File: config.mk
export PLATFORM = sky130hd
export DESIGN_NAME = brd_stat_ctl
export DESIGN_NICKNAME = d
export VERILOG_FILES = /design/src/rtl/brd_stat_pkg.sv /design/src/rtl/brd_irq_sync.sv /design/src/rtl/brd_ctl_reg.sv /design/src/rtl/brd_par_capture.sv /design/src/rtl/brd_stat_ctl.sv
export SDC_FILE = /design/constraint.sdc
export NUM_CORES = 1
export LEC_CHECK = 0
export BUFFER_PORTS_ARGS = -buffer_cell sky130_fd_sc_hd__buf_4
export CORE_ASPECT_RATIO = 0.6
export CORE_MARGIN = 4
export CORE_UTILIZATION = 46
export DETAILED_ROUTE_END_ITERATION = 12
export PLACE_DENSITY = 0.87
export RECOVER_POWER = 50
export SLEW_MARGIN = 20
export SYNTH_ARGS = -nofsm -noshare
export SYNTH_HDL_FRONTEND = slang
export SYNTH_SLANG_ARGS = --single-unit
File: constraint.sdc
create_clock -name clk -period 1.2 [get_ports clk]
set_input_delay 0.06 -clock clk [delete_from_list [all_inputs] [get_ports clk]]
set_output_delay 0.06 -clock clk [all_outputs]
set_load 0.005 [all_outputs]
File: src/rtl/brd_stat_pkg.sv
package brd_stat_pkg;

   localparam int REG_W    = 16;
   localparam int PLO_W    = 16;
   localparam int STRAP_W  = 5;

   // register word offsets
   localparam logic [1:0] OFS_STAT = 2'd0;
   localparam logic [1:0] OFS_PCTL = 2'd1;
   localparam logic [1:0] OFS_PADR = 2'd2;

   // status word bit positions (software decodes these)
   localparam int B_BRST  = 15;
   localparam int B_ONAIR = 14;
   localparam int B_ATTN  = 13;
   localparam int B_IEN   = 12;
   localparam int B_PIEN  = 11;
   localparam int B_PFLG  = 9;
   localparam int B_IFLG  = 8;
   localparam int B_AUX   = 5;
   localparam int B_R256  = 4;

   // parity control bit positions
   localparam int B_PACK  = 8;
   localparam int B_PSRC  = 7;
   localparam int B_PEND  = 6;

   typedef struct packed {
      logic brst;
      logic onair;
      logic attn;
      logic ien;
      logic pien;
      logic aux;
   } stat_ctl_t;

   typedef struct packed {
      logic       r256;
      logic [3:0] base;
   } strap_t;

endpackage

File: src/rtl/brd_irq_sync.sv
module brd_irq_sync #(
   parameter int STAGES = 2
) (
   input  logic clk,
   input  logic rst_n,
   input  logic d_i,
   output logic q_o
);

   generate
      if (STAGES == 1) begin : g_single
         logic q;
         always_ff @(posedge clk or negedge rst_n) begin
            if (!rst_n) q <= 1'b0;
            else        q <= d_i;
         end
         assign q_o = q;
      end else begin : g_chain
         logic [STAGES-1:0] sh;
         always_ff @(posedge clk or negedge rst_n) begin
            if (!rst_n) sh <= '0;
            else        sh <= {sh[STAGES-2:0], d_i};
         end
         assign q_o = sh[STAGES-1];
      end
   endgenerate

endmodule

File: src/rtl/brd_ctl_reg.sv
module brd_ctl_reg
   import brd_stat_pkg::*;
(
   input  logic      clk,
   input  logic      rst_n,
   input  logic      wr_i,
   input  stat_ctl_t wval_i,
   input  strap_t    strap_i,
   output stat_ctl_t ctl_o,
   output strap_t    strap_o
);

   stat_ctl_t ctl_q;
   strap_t    strap_q;

   always_ff @(posedge clk or negedge rst_n) begin
      if (!rst_n)    ctl_q <= '0;
      else if (wr_i) ctl_q <= wval_i;
   end

   // straps load only while reset is held; no reset value of their own
   always_ff @(posedge clk) begin
      if (!rst_n) strap_q <= strap_i;
   end

   assign ctl_o   = ctl_q;
   assign strap_o = strap_q;

endmodule

File: src/rtl/brd_par_capture.sv
module brd_par_capture
   import brd_stat_pkg::*;
#(
   parameter int ADDR_W = 20,
   localparam int HI_W  = ADDR_W - PLO_W
) (
   input  logic              clk,
   input  logic              rst_n,
   input  logic              clr_i,
   input  logic              ack_i,
   input  logic              err_i,
   input  logic [ADDR_W-1:0] addr_i,
   input  logic              end_i,
   input  logic              src_i,
   output logic              flag_o,
   output logic [PLO_W-1:0]  addr_lo_o,
   output logic [HI_W-1:0]   addr_hi_o,
   output logic              end_o,
   output logic              src_o
);

   logic              flag_q;
   logic [ADDR_W-1:0] addr_q;
   logic              end_q;
   logic              src_q;
   logic              take;

   // a new error is taken when nothing is held or the held one is being released
   assign take = err_i && (!flag_q || ack_i);

   always_ff @(posedge clk or negedge rst_n) begin
      if (!rst_n) begin
         flag_q <= 1'b0;
         addr_q <= '0;
         end_q  <= 1'b0;
         src_q  <= 1'b0;
      end else if (clr_i) begin
         flag_q <= 1'b0;
         addr_q <= '0;
         end_q  <= 1'b0;
         src_q  <= 1'b0;
      end else if (take) begin
         flag_q <= 1'b1;
         addr_q <= addr_i;
         end_q  <= end_i;
         src_q  <= src_i;
      end else if (ack_i) begin
         flag_q <= 1'b0;
      end
   end

   assign flag_o    = flag_q;
   assign addr_lo_o = addr_q[PLO_W-1:0];
   assign addr_hi_o = addr_q[ADDR_W-1:PLO_W];
   assign end_o     = end_q;
   assign src_o     = src_q;

endmodule

File: src/rtl/brd_stat_ctl.sv
module brd_stat_ctl
   import brd_stat_pkg::*;
#(
   parameter int PAR_ADDR_W  = 20,
   parameter int SYNC_STAGES = 2
) (
   input  logic                  clk,
   input  logic                  rst_n,
   input  logic                  hst_wr,
   input  logic [1:0]            hst_addr,
   input  logic [REG_W-1:0]      hst_wdata,
   output logic [REG_W-1:0]      hst_rdata,
   input  logic                  ram_256k_i,
   input  logic [3:0]            ram_base_i,
   input  logic                  ctl_irq_i,
   input  logic                  par_err_i,
   input  logic [PAR_ADDR_W-1:0] par_addr_i,
   input  logic                  par_end_i,
   input  logic                  par_src_i,
   output logic                  ctl_reset_o,
   output logic                  ctl_onair_o,
   output logic                  ctl_attn_o,
   output logic                  aux_bus_en_o,
   output logic                  irq_o
);

   localparam int HI_W = PAR_ADDR_W - PLO_W;

   generate
      if (PAR_ADDR_W < PLO_W + 1 || PAR_ADDR_W > PLO_W + 4) begin : g_bad_aw
         $error("PAR_ADDR_W must leave 1..4 high bits for the parity control word");
      end
      if (SYNC_STAGES < 1 || SYNC_STAGES > 4) begin : g_bad_sync
         $error("SYNC_STAGES must be in 1..4");
      end
   endgenerate

   // write decode
   logic      wr_stat, wr_ack;
   stat_ctl_t wval;
   assign wr_stat = hst_wr && (hst_addr == OFS_STAT);
   assign wr_ack  = hst_wr && (hst_addr == OFS_PCTL) && hst_wdata[B_PACK];

   always_comb begin
      wval.brst  = hst_wdata[B_BRST];
      wval.onair = hst_wdata[B_ONAIR];
      wval.attn  = hst_wdata[B_ATTN];
      wval.ien   = hst_wdata[B_IEN];
      wval.pien  = hst_wdata[B_PIEN];
      wval.aux   = hst_wdata[B_AUX];
   end

   logic wire_unused;
   assign wire_unused = ^{hst_wdata[10:9], hst_wdata[7:6], hst_wdata[4:0]};

   stat_ctl_t ctl;
   strap_t    strap;

   brd_ctl_reg u_ctl (
      .clk     (clk),
      .rst_n   (rst_n),
      .wr_i    (wr_stat),
      .wval_i  (wval),
      .strap_i ({ram_256k_i, ram_base_i}),
      .ctl_o   (ctl),
      .strap_o (strap)
   );

   // controller interrupt: synchronizer then flag
   logic irq_sync, iflag_q;

   brd_irq_sync #(.STAGES(SYNC_STAGES)) u_sync (
      .clk   (clk),
      .rst_n (rst_n),
      .d_i   (ctl_irq_i),
      .q_o   (irq_sync)
   );

   always_ff @(posedge clk or negedge rst_n) begin
      if (!rst_n)        iflag_q <= 1'b0;
      else if (ctl.brst) iflag_q <= 1'b0;
      else               iflag_q <= irq_sync;
   end

   // parity error capture
   logic              pflag;
   logic [PLO_W-1:0]  paddr_lo;
   logic [HI_W-1:0]   paddr_hi;
   logic              pend, psrc;

   brd_par_capture #(.ADDR_W(PAR_ADDR_W)) u_par (
      .clk       (clk),
      .rst_n     (rst_n),
      .clr_i     (ctl.brst),
      .ack_i     (wr_ack),
      .err_i     (par_err_i),
      .addr_i    (par_addr_i),
      .end_i     (par_end_i),
      .src_i     (par_src_i),
      .flag_o    (pflag),
      .addr_lo_o (paddr_lo),
      .addr_hi_o (paddr_hi),
      .end_o     (pend),
      .src_o     (psrc)
   );

   // register images
   logic [REG_W-1:0] stat_rd, pctl_rd, palo_rd;

   always_comb begin
      stat_rd           = '0;
      stat_rd[B_BRST]   = ctl.brst;
      stat_rd[B_ONAIR]  = ctl.onair;
      stat_rd[B_ATTN]   = ctl.attn;
      stat_rd[B_IEN]    = ctl.ien;
      stat_rd[B_PIEN]   = ctl.pien;
      stat_rd[B_PFLG]   = pflag;
      stat_rd[B_IFLG]   = iflag_q;
      stat_rd[B_AUX]    = ctl.aux;
      stat_rd[B_R256]   = strap.r256;
      stat_rd[3:0]      = strap.base;
   end

   always_comb begin
      pctl_rd           = '0;
      pctl_rd[B_PSRC]   = psrc;
      pctl_rd[B_PEND]   = pend;
      pctl_rd[HI_W-1:0] = paddr_hi;
   end

   assign palo_rd = paddr_lo;

   always_comb begin
      case (hst_addr)
         OFS_STAT: hst_rdata = stat_rd;
         OFS_PCTL: hst_rdata = pctl_rd;
         OFS_PADR: hst_rdata = palo_rd;
         default:  hst_rdata = '0;
      endcase
   end

   assign ctl_reset_o  = ctl.brst;
   assign ctl_onair_o  = ctl.onair;
   assign ctl_attn_o   = ctl.attn;
   assign aux_bus_en_o = ctl.aux;
   assign irq_o        = (iflag_q && ctl.ien) || (pflag && ctl.pien);

endmodule

; Word-level counts from Yosys, hierarchy flattened
; Index checks and enable logic that the tools add are counted.
[classes]
n_eq_ne = 2
mux = 11
reduce_logical = 12
[op_table]
columns = op, n
row1 = $pmux 16 s3, 1
row2 = $mux 20, 2
row3 = $mux 1, 8
row4 = $logic_and 1x1->1, 6
row5 = $reduce_bool 3->1, 1
row6 = $eq 2x1->1 const B, 1
row7 = $eq 2x2->1 const B, 1
row8 = $logic_not 2->1, 1
row9 = $logic_or 1x1->1, 2
row10 = $reduce_bool 2->1, 1
row11 = $logic_not 1->1, 1
[totals]
regBits = 37
out_inout_bits = 21
wordCells = 39

; Longest topological paths before layout
; Gate-level depths: netlist of run 1.
[logic_depth]
word_depth = 7
mapped_depth = 6
mapped_depth_nobuf = 3

; Cells and area by module
; Synthesis of run 1 repeated with hierarchy kept, for this count alone.
[unflattened]
hier_cells = 160
area_unflattened_um2 = 1953.1
[modules_own_cells]
columns = mod, instances, cells_per_inst, area_each_um2, seq_area_each_um2
row1 = brd_par_capture, 1, 99, 1147.4, 575.6
row2 = brd_ctl_reg, 1, 19, 405.4, 300.3
row3 = brd_stat_ctl, 1, 40, 350.3, 25.0
row4 = brd_irq_sync, 1, 2, 50.0, 50.0

; Worst setup path before layout of run 1
; OpenSTA, ideal clock, no wires.
[synth_timing]
path_type = register to register
from = register u_ctl.ctl_q, in the netlist u_ctl.ctl_o[5]
to = register u_par.addr_q[10]
setup_time_ns = 0.147
arrival_ns = 1.107
required_ns = 1.053
slack_ns = -0.053
stages_incl_launch_ff = 6
n_path_buf = 2
path_cell_list = dfrtp_1 -> clkbuf_1 -> nor2_1 -> clkbuf_1 -> a31oi_1 -> o311ai_2
[synth_via]
elab_chain_len = 1
elab_cells_between_ends = 2
cone_classes = mux (1) / reduce/logical (1)
[synth_rtl]
columns = element, line
row1 = start: declaration, brd_ctl_reg.sv:13  ; stat_ctl_t ctl_q;
row2 = start signal: assignment, brd_ctl_reg.sv:18  ; else if (wr_i) ctl_q <= wval_i;
row3 = $mux 20 / $reduce_bool 2->1 (equally long branches), -
row4 = end signal: assignment, brd_par_capture.sv:44  ; addr_q <= addr_i;
row5 = end: declaration, brd_par_capture.sv:23  ; logic [ADDR_W-1:0] addr_q;
; Several ways; a longest one is shown, not always the timed one.
; A chain may end at the register's enable or synchronous reset.

; Final worst setup path of run 1
[layout_timing]
from = register u_ctl.ctl_q, in the netlist u_ctl.ctl_o[5]
to = output port hst_rdata[15]
[layout_via]
elab_chain_len = 1
[layout_rtl]
columns = element, line
row1 = $pmux 16 s3, brd_stat_ctl.sv:134  ; case (hst_addr)
row2 = end: declaration, brd_stat_ctl.sv:12  ; output logic [REG_W-1:0] hst_rdata,
; No other way between the ends.

==> results of run 1 <==
[synthesized netlist by cell type]
master     n
nand3_1    6
dfrtp_1   32
mux2_2     5
o211ai_1   6
buf_6      4
a21oi_1    1
nand4_1   22
buf_4      2
nor3b_1   20
inv_1      3
clkbuf_1  13
edfxtp_1   5
buf_2      9
a31oi_1   21
nor2b_1    3
nor4bb_1   1
o311ai_1   4
buf_8      1
a32oi_1    1
nand2_1   21
o21ai_0    5
nor3b_2    1
nand2b_1   1
o311ai_2  12
a22o_1     3
and2_1     1
nor2_1    11
and4b_1    1
mux2i_1   13
[layer usage]
layer  up-vias  global-route usage [%]  routed length (um)
met5         -                       0                   0
met4         0                    5.62                 113
met3        12                    5.91                 638
met2       112                    35.0                3260
met1      1077                    31.0                3030
li1       1033                       -                   -
[path summary, 6_finish.rpt]
| check | start | endpoint | slack [ps] | cells after the start |
|---|---|---|---|---|
| setup reg to reg | u_ctl.ctl_o[5] | u_par.addr_q[12] | -60 | 4 |
| max in group asynchronous | rst_n | u_ctl.ctl_o[5] | 120 | 3 |
| min in group asynchronous | rst_n | u_par.addr_q[6] | 550 | 3 |
| setup / recovery | u_ctl.ctl_o[5] | hst_rdata[15] | -110 | 4 |
| hold / removal | hst_wdata[5] | u_ctl.ctl_o[0] | 9 | 2 |
| hold reg to reg | u_sync.g_chain.sh[0] | u_sync.g_chain.sh[1] | 350 | 0 |
[flip-flops by register name, indices dropped and copies added, names as in the netlist]
register and flops:
iflag_q 1, u_ctl.ctl_o 6, u_ctl.strap_o 5, u_par.addr_q 20
u_par.end_o 1, u_par.flag_o 1, u_par.src_o 1, u_sync.g_chain.sh 2
[layout make-up]
class	count	area, um^2	share of cell area (%)
Timing Repair Buffer	101	903	27.4
Clock inverter	2	10.0	0.303
Tap cell	63	78.8	2.39
Multi-Input combinational cell	159	1270	38.6
Inverter	3	11.3	0.341
Sequential cell	37	952	28.8
Clock buffer	6	72.6	2.20
[placed cells by master, fill, tap and decap left out, types with 5 or more instances in the layout]
master,n
edfxtp_1,5
nand3_1,6
nor3b_2,10
buf_4,70
nand4_1,22
mux2i_1,12
o21ai_0,5
a31oi_1,18
clkbuf_8,5
mux2_2,5
o311ai_2,11
nand2_1,21
dfrtp_1,31
dlygate4sd3_1,8
buf_12,8
nor3b_1,10
buf_6,6
clkbuf_4,6
nor2_1,11
o211ai_1,6
[metrics by stage]
step | instances | setup TNS (ps) | setup WS (ps) | hold WS (ps) | utilization, %
2_1_floorplan | 228 | -367 | -32.4 | -236 | -
3_3_place_gp | 343 | -145 | -26.1 | 157 | 62.1
3_5_place_dp | 343 | -838 | -128 | 159 | 62.1
4_1_cts | 369 | -481 | -88.9 | 4.71 | 68.2
5_1_grt | 371 | -1560 | -165 | 3.20 | 70.5
6_report | 371 | -371 | -109 | 9.19 | 70.5
[worst reg2reg max path, delay by kind of cell (launching register included)]
family	cells	cell delay, ps
AOI/OAI and AO/OA	1	280
buffers and inverters	3	420
DFF	1	460
[kinds of logic (layout without fill, tap and decap cells)]
group	Yosys count	after routing	share of synthesized area [%]
and+or+nand+nor	88	88	21.9
buffers and inverters	32	112	7.86
DFF	37	37	41.5
muxes	18	18	8.14
AOI/OAI and AO/OA	53	53	20.6
[power by group through the flow]
stage,Combinational (mW),Sequential (mW),Clock (mW)
6_report,1.66,1.72,0.852
3_5_place_dp,1.37,1.73,0
3_3_place_gp,1.33,1.71,0
5_1_grt,1.79,1.75,0.919
4_1_cts,1.54,1.71,0.859
2_1_floorplan,0.801,1.65,0
[timing repair]
action	CTS	global route
gates resized for setup	8	20
pin swaps	5	5
setup endpoints to repair	25	29
endpoints found under the hold margin	39	0
buffers inserted	11	2
hold buffers	8	0
==> run metrics, run 1 <==
Setup Skew 6.46 ps; CP max stage cell dfrtp_2; synthesized instance count 228; starting density of the core 48.9%; Vias/cell 6.02; initial antenna violation count 0; CP max FO 5; Global Route Usage Sum approximately 22%; Sw Share 33.4%; drc violations 0; Max-slew headroom 49.3%; Worst Path Arrival 1250 ps; Placer Congestion ~0.8; register share of total power 40.7%; CTS Buffer Depth 2; vias in the first global route 2175; Critical Path Max Stage Delay ~460 ps; placed instance area 2910 um^2; VDD IR-drop max 1.38 mV; Die X-Extent 99.1 um; DPL Wire Length approximately 4.7 mm; min-delay worst type primary input to flop; Die ar. 6210 um^2; # port buffers 61; Min Clock Period, post-route roughly 1300 ps; Routed WL per cell between 15 and 20 um; Final Setup Violations 14; die height 62.7 um; design area approximately 3300 um^2; failing checks negative setup slack; Netlist cell types 29; P_sw 1.41 mW; CP startpoint kind flop; CP Cell Sequence buf_12 -> mux2i_2 -> nor2_1 -> buf_4; crit path capture type output pin; total grt overflow 0; 1st-iter DRT viols 203; Placeable Area ~4700 um^2; Nets ~360; layout cells sized above 1 43.8%; CTS tree yes; power density cells between 1000 and 1500 nW/um^2; synth top area cells dfrtp_1 (35%), o311ai_2 (8.5%), edfxtp_1 (6.6%); WL final 7.05 mm; ant diodes 0; Tot Pwr 4.23 mW; Slew Viols, Final 0; IO Pins 71; Buf/Inv on CP 2; WP data required 1140 ps; YS warnings 0; Syn Nets 278; area leader, netlist dfrtp_1; Hold Fails Final Rpt 0; cell row count 19; # clock sinks 37; number of routed nets with antenna violations 0; final setup margin -109 ps; top-area cell type share of the netlist area 35.0%; vias 2234; Clock Pin Slew Worst Setup and Hold Paths 80 ps; Peak Freq 764 MHz; DR pass1 iterations 5; leakage 1.38 nW; Num CTS Buffers 5; RSZ-0062 raised after global routing yes; worst slew pin tran 761 ps; status finished, violations left; Avg Cell Area, Syn 10.0 um^2; clock network fraction of design power 20.1%; Seq cells post-synth 37; Clock Latency Late Sink 290 ps; clk root buf clkbuf_8; Area Overhead vs Synth 44.1%; Cell Area, Synth 2290 um^2; pin count of the biggest net entering global routing 33; first-pass GRT wire length 11.1 mm; crit path kind flop to output pin; Internal 2.82 mW; final period utilization 109%; htree depth 2; sequential share of the synthesized area 41.5%; Gate power share between 30 and 40%; CP delay by family, top flip-flops; Max-cap violations 0; Filler Cells Inserted 319
No activity file was read; power rests on OpenSTA's default activity.
==> run 2, diff against run 1 <==
Settings changed: SKIP_CTS_REPAIR_TIMING set to 1.
==> run metrics, run 2 (synthesized netlist as in run 1, its figures left out) <==
CP startpoint kind flop; Hold Fails Final Rpt 1; vias in the first global route roughly 2.1k; Biggest register u_par.addr_q; Placeable Area between 4000 and 5000 um^2; leakage between 1 and 1.5 nW; status finished, violations left; min-delay worst type primary input to flop; initial antenna violation count 0; # clock sinks 37; RSZ-0062 raised after global routing yes; Die ar. approximately 6200 um^2; Nets 361; Num CTS Buffers 5; Min Clock Period, post-route 1350 ps; Slew Viols, Final 0; Gate power share 39.7%; most common cell after layout, fill and taps aside buf_4; IO Pins 71; layout cells sized above 1 about 47%; Internal around 2.9 mW; total grt overflow 0; dpl cells 343; # port buffers 61; drc violations 0; VDD IR-drop max 1.39 mV; Placer Congestion 0.798; vias about 2.3k; first-pass GRT wire length approximately 10 mm; Max-slew headroom 48.5%; Die X-Extent slightly below 100 um; Sw Share 33.9%; Hold Worst Slack -9.79 ps; WP data required 1140 ps; worst reg-to-reg setup slack -140 ps; Final Setup Violations 18; Max-cap violations 0; non-filler cells, final about 380; CTS Buffer Depth 2; htree depth 2; max reg flops 20; power density cells roughly 1300 nW/um^2; Clock Pin Slew Worst Setup and Hold Paths 90 ps; worst slew pin tran 773 ps; P_sw 1.47 mW; final period utilization 112%; commonest cells after routing, fill and taps aside buf_4 (75), dfrtp_1 (30), nand4_1 (22), nand2_1 (21), a31oi_1 (17); crit path kind flop to output pin; Area Overhead vs Synth 46.4%; Global Route Usage Sum a little over a fifth; DPL Wire Length around 4.7 mm; 1st-iter DRT viols 205; Clock Latency Late Sink 300 ps; ant diodes 0; Vias/cell 6.14; starting density of the core between 40 and 50%; die height 62.7 um; number of routed nets with antenna violations 0; Peak Freq 743 MHz; crit path capture type output pin; Worst Path Arrival ~1300 ps; Setup Skew 14.8 ps; clock network fraction of design power 20.2%; final setup margin -147 ps; CP max FO 12; pin count of the biggest net entering global routing 33; failing checks negative hold slack, negative setup slack; WL final 7.39 mm; clk root buf clkbuf_8; Routed WL per cell 19.7 um; cell row count 19; register share of total power between 40% and 50%; CTS tree yes; DR pass1 iterations 6
run 2: cell count changes in the layout (fill, tap and decap cells not counted), sizes merged:
cell | before | now
clkbuf | 13 | 15
dlygate4sd3 | 8 | 7
buf | 86 | 89
run 2: cell type report:
cell class / count / area, um^2
fill: 310 / 1330
multi-input combinational: 159 / 1280
sequential: 37 / 953
timing repair buffer: 105 / 948
tap: 63 / 78.8
clock buffer: 6 / 72.6
inverter: 3 / 11.3
clock inverter: 2 / 10.0
run 2: through the flow:
step | power (mW) | util [%] | setup slack (ps) | TNS [ps] | cell area [um^2]
after floorplan | 2.45 | - | -32.4 | -367 | 2290
after global placement | 3.04 | 62.1 | -26.1 | -145 | 2910
after detailed placement | 3.11 | 62.1 | -128 | -838 | 2910
after CTS | 3.94 | 63.9 | -182 | -1670 | 2990
after global routing | 4.54 | 71.6 | -203 | -2480 | 3350
final | 4.33 | 71.6 | -147 | -654 | 3350
run 2: worst paths after layout:
kind,from,to,depth (start not counted)
worst max-delay path,u_ctl.ctl_o[5],hst_rdata[15],4
worst min-delay path,hst_wdata[15],u_ctl.ctl_o[5],3
worst max register to register,u_ctl.ctl_o[5],u_par.addr_q[18],5
worst min register to register,u_sync.g_chain.sh[0],u_sync.g_chain.sh[1],0
max in group asynchronous,rst_n,u_par.flag_o,3
min in group asynchronous,rst_n,u_par.addr_q[6],3
run 2: power by group through the flow:
stage | clock network (mW) | registers [mW] | logic, mW
6_report | 0.875 | 1.74 | 1.72
5_1_grt | 0.930 | 1.76 | 1.85
2_1_floorplan | 0 | 1.65 | 0.801
4_1_cts | 0.859 | 1.71 | 1.38
3_3_place_gp | 0 | 1.71 | 1.33
3_5_place_dp | 0 | 1.73 | 1.37
run 2: critical path, cell delays in order (launching register included):
cell     delay [ps]
dfrtp_2         470
buf_12          170
mux2i_2         150
nor2_1           60
buf_4           130
run 2: metal layers:
layer  GRT usage, %  vias up  share of wire [%]
li1               -     1045                  -
met1           29.5     1101                 43
met2           31.4      138                 46
met3           6.35       18                9.2
met4           4.94        0                1.9
met5              0        -                  0
==> run 3, diff against run 2 <==
Settings changed: ABC_AREA set to 1, CORE_UTILIZATION 46 to 44, CTS_CLUSTER_DIAMETER set to 60.
==> run metrics, run 3 <==
# port buffers 61; Hold EP u_ctl.ctl_o[4]; final setup margin 44.0 ps; P_sw 919 uW; htree depth 2; Die X-Extent ~92 um; worst slew pin tran between 700 and 800 ps; clk root buf clkbuf_8; WL final 4.86 mm; Area Overhead vs Synth 41.7%; Synth Flop Type dfrtp_1; 1st-iter DRT viols roughly 60; main combinational cell family by area after synthesis simple AND/OR/NAND/NOR gates; CTS Buffer Depth 2; xor/xnor cell area share of the yosys netlist 0%; ant diodes 0; register share of total power 41.9%; CP startpoint kind flop; placed instance area 2400 um^2; post-synthesis adder-cell area fraction 0%; Clock Latency Late Sink 290 ps; Gate power share 21.8%; Slew Viols, Final 0; Peak Freq 865 MHz; Post-synth EDFFs 5; Max-cap violations 0; Critical Path Max Stage Delay 420 ps; # clock sinks 37; R2R Path Start u_par.flag_o; Final Setup Violations 0; FF+latch area 952 um^2; Avg Cell Area, Syn about 9.4 um^2; mux contribution to synthesized area 0%; Seq cells post-synth 37; DR pass1 iterations 4; Filler Cells Inserted approximately 350; Routed WL per cell around 15 um; YS warnings 0; Nets 324; area leader, netlist dfrtp_1; hold path start hst_wdata[14]; layout cells sized above 1 40.4%; power density cells ~1300 nW/um^2; Setup Skew 7.44 ps; R2R cell count 4; leakage between 1 and 1.5 nW; crit path capture type output pin; commonest cells after routing, fill and taps aside buf_4 (66), nand2_1 (50), dfrtp_1 (31), nand3_1 (24), nand4_1 (22); Syn Nets approximately 250; post-synthesis simple-gate area fraction 38.9%; die height between 50 and 60 um; CP delay by family, top flip-flops; end of the worst register-to-register path u_par.addr_q[3]; number of routed nets with antenna violations 0; pin count of the biggest net entering global routing 33; most common cell after layout, fill and taps aside buf_4; RSZ-0062 raised after global routing yes; Num CTS Buffers 5; Buf/Inv on CP 3; worst slack, placed 58.8 ps; first-pass GRT wire length approximately 7.7 mm; Worst Path Arrival 1100 ps; Async SR Flop Fraction around 86%; Netlist cell types 20; CP max FO 4; worst reg-to-reg setup slack 100 ps; final period utilization 96.3%; Worst path depth 4; status finished, final reports clean; Placer Congestion 0.812; initial antenna violation count 0; DPL Wire Length about 3.5 mm; Placeable Area 4100 um^2; total grt overflow 0; IO Pins between 70 and 80; Internal roughly 2.6 mW; Min Clock Period, post-route 1160 ps; starting density of the core 45.6%; Post-synth top cells nand2_1 (49), dfrtp_1 (32), nand3_1 (24); hold depth 3; Clock Pin Slew Worst Setup and Hold Paths about 70 ps; min-delay worst type primary input to flop; sequential share of the synthesized area between 50% and 60%; Max-slew headroom 52.7%; synth top area cells dfrtp_1 (43%), nand3_2 (11%), nand2_1 (9.8%); max reg flops 20; CTS tree yes; drc violations 0; cell row count 18; Total Neg Setup Slack 0 ps; Vias/cell about 5.1; CP max stage cell dfrtp_2; vias in the first global route 1617; CP Cell Sequence inv_4 -> buf_12 -> o21ai_2 -> buf_4; Multi-input gate area 779 um^2; VDD IR-drop max 0.576 mV; Compound-Gate Fraction of Synth Area approximately 2.7%; Finished Core Util 64.7%; synthesized instance count 198; most common cell in the netlist nand2_1; design area ~2700 um^2; top-area cell type share of the netlist area 42.8%; Cell Area, Synth 1870 um^2; crit path kind flop to output pin; Hold Fails Final Rpt 0; vias 1712; clock network fraction of design power 36.3%; Sw Share 26.3%; WP data required 1140 ps; Die ar. 5390 um^2; Biggest register u_par.addr_q; Global Route Usage Sum 18.7%
-- run 3: cell count changes after synthesis, sizes merged, moves of 10 or more --
cell    change
nor3b      -21
nand3      +38
o311ai     -16
a31oi      -21
mux2i      -13
nand2      +32
clkbuf     -10
-- run 3: stage by stage --
stage / cells / power, mW / hold slack [ps]
3_5_place_dp: 314 / 2.19 / 149
2_1_floorplan: 198 / 1.84 / -236
6_report: 335 / 3.50 / 10.7
3_3_place_gp: 314 / 2.16 / 140
5_1_grt: 335 / 3.66 / 12.4
4_1_cts: 322 / 3.45 / -166
-- run 3: worst max-delay path by stage --
stage | from | end | slack [ps]
2_1_floorplan | u_ctl.ctl_o[5] | u_par.addr_q[10] | 150
3_3_place_gp | hst_addr[1] | u_par.addr_q[4] | 90
3_5_place_dp | hst_addr[1] | u_par.addr_q[3] | 60
4_1_cts | u_ctl.ctl_o[5] | hst_rdata[15] | -210
5_1_grt | rst_n | u_ctl.ctl_o[5] | -10
6_report | u_ctl.ctl_o[5] | hst_rdata[15] | 40
-- run 3: logic make-up (layout without fill, tap and decap cells) --
| kind of cell | count (synthesis) | after routing |
|---|---|---|
| compound gates | 10 | 10 |
| buf+inv | 25 | 102 |
| flops | 37 | 37 |
| simple gates | 126 | 126 |
-- run 3: layer usage --
layer	wire [um]	vias up	track usage, %
met5	0	-	0
met4	36	0	4.44
met3	377	7	6.00
met2	2320	58	29.4
met1	2130	816	25.6
li1	-	831	-
-- run 3: area by class of cell --
class,instances,share of cell area [%]
multi-input combinational,136,29.4
clock inverter,3,2.46
inverter,11,1.65
tap,60,2.83
clock buffer,5,2.60
sequential,37,35.9
timing repair buffer,83,25.1
-- run 3: power by group through the flow --
stage / combinational (mW) / sequential [mW] / clock [mW]
final: 0.763 / 1.46 / 1.27
after global placement: 0.682 / 1.48 / 0
after CTS: 0.702 / 1.46 / 1.29
after global routing: 0.835 / 1.48 / 1.35
after floorplan: 0.370 / 1.47 / 0
after detailed placement: 0.699 / 1.49 / 0
-- run 3: worst reg2reg max path, stage by stage (launching register included) --
cell	delay [ps]
dfrtp_1	410
nand2_4	140
nand2_4	230
nand3_1	160
nand2_1	60
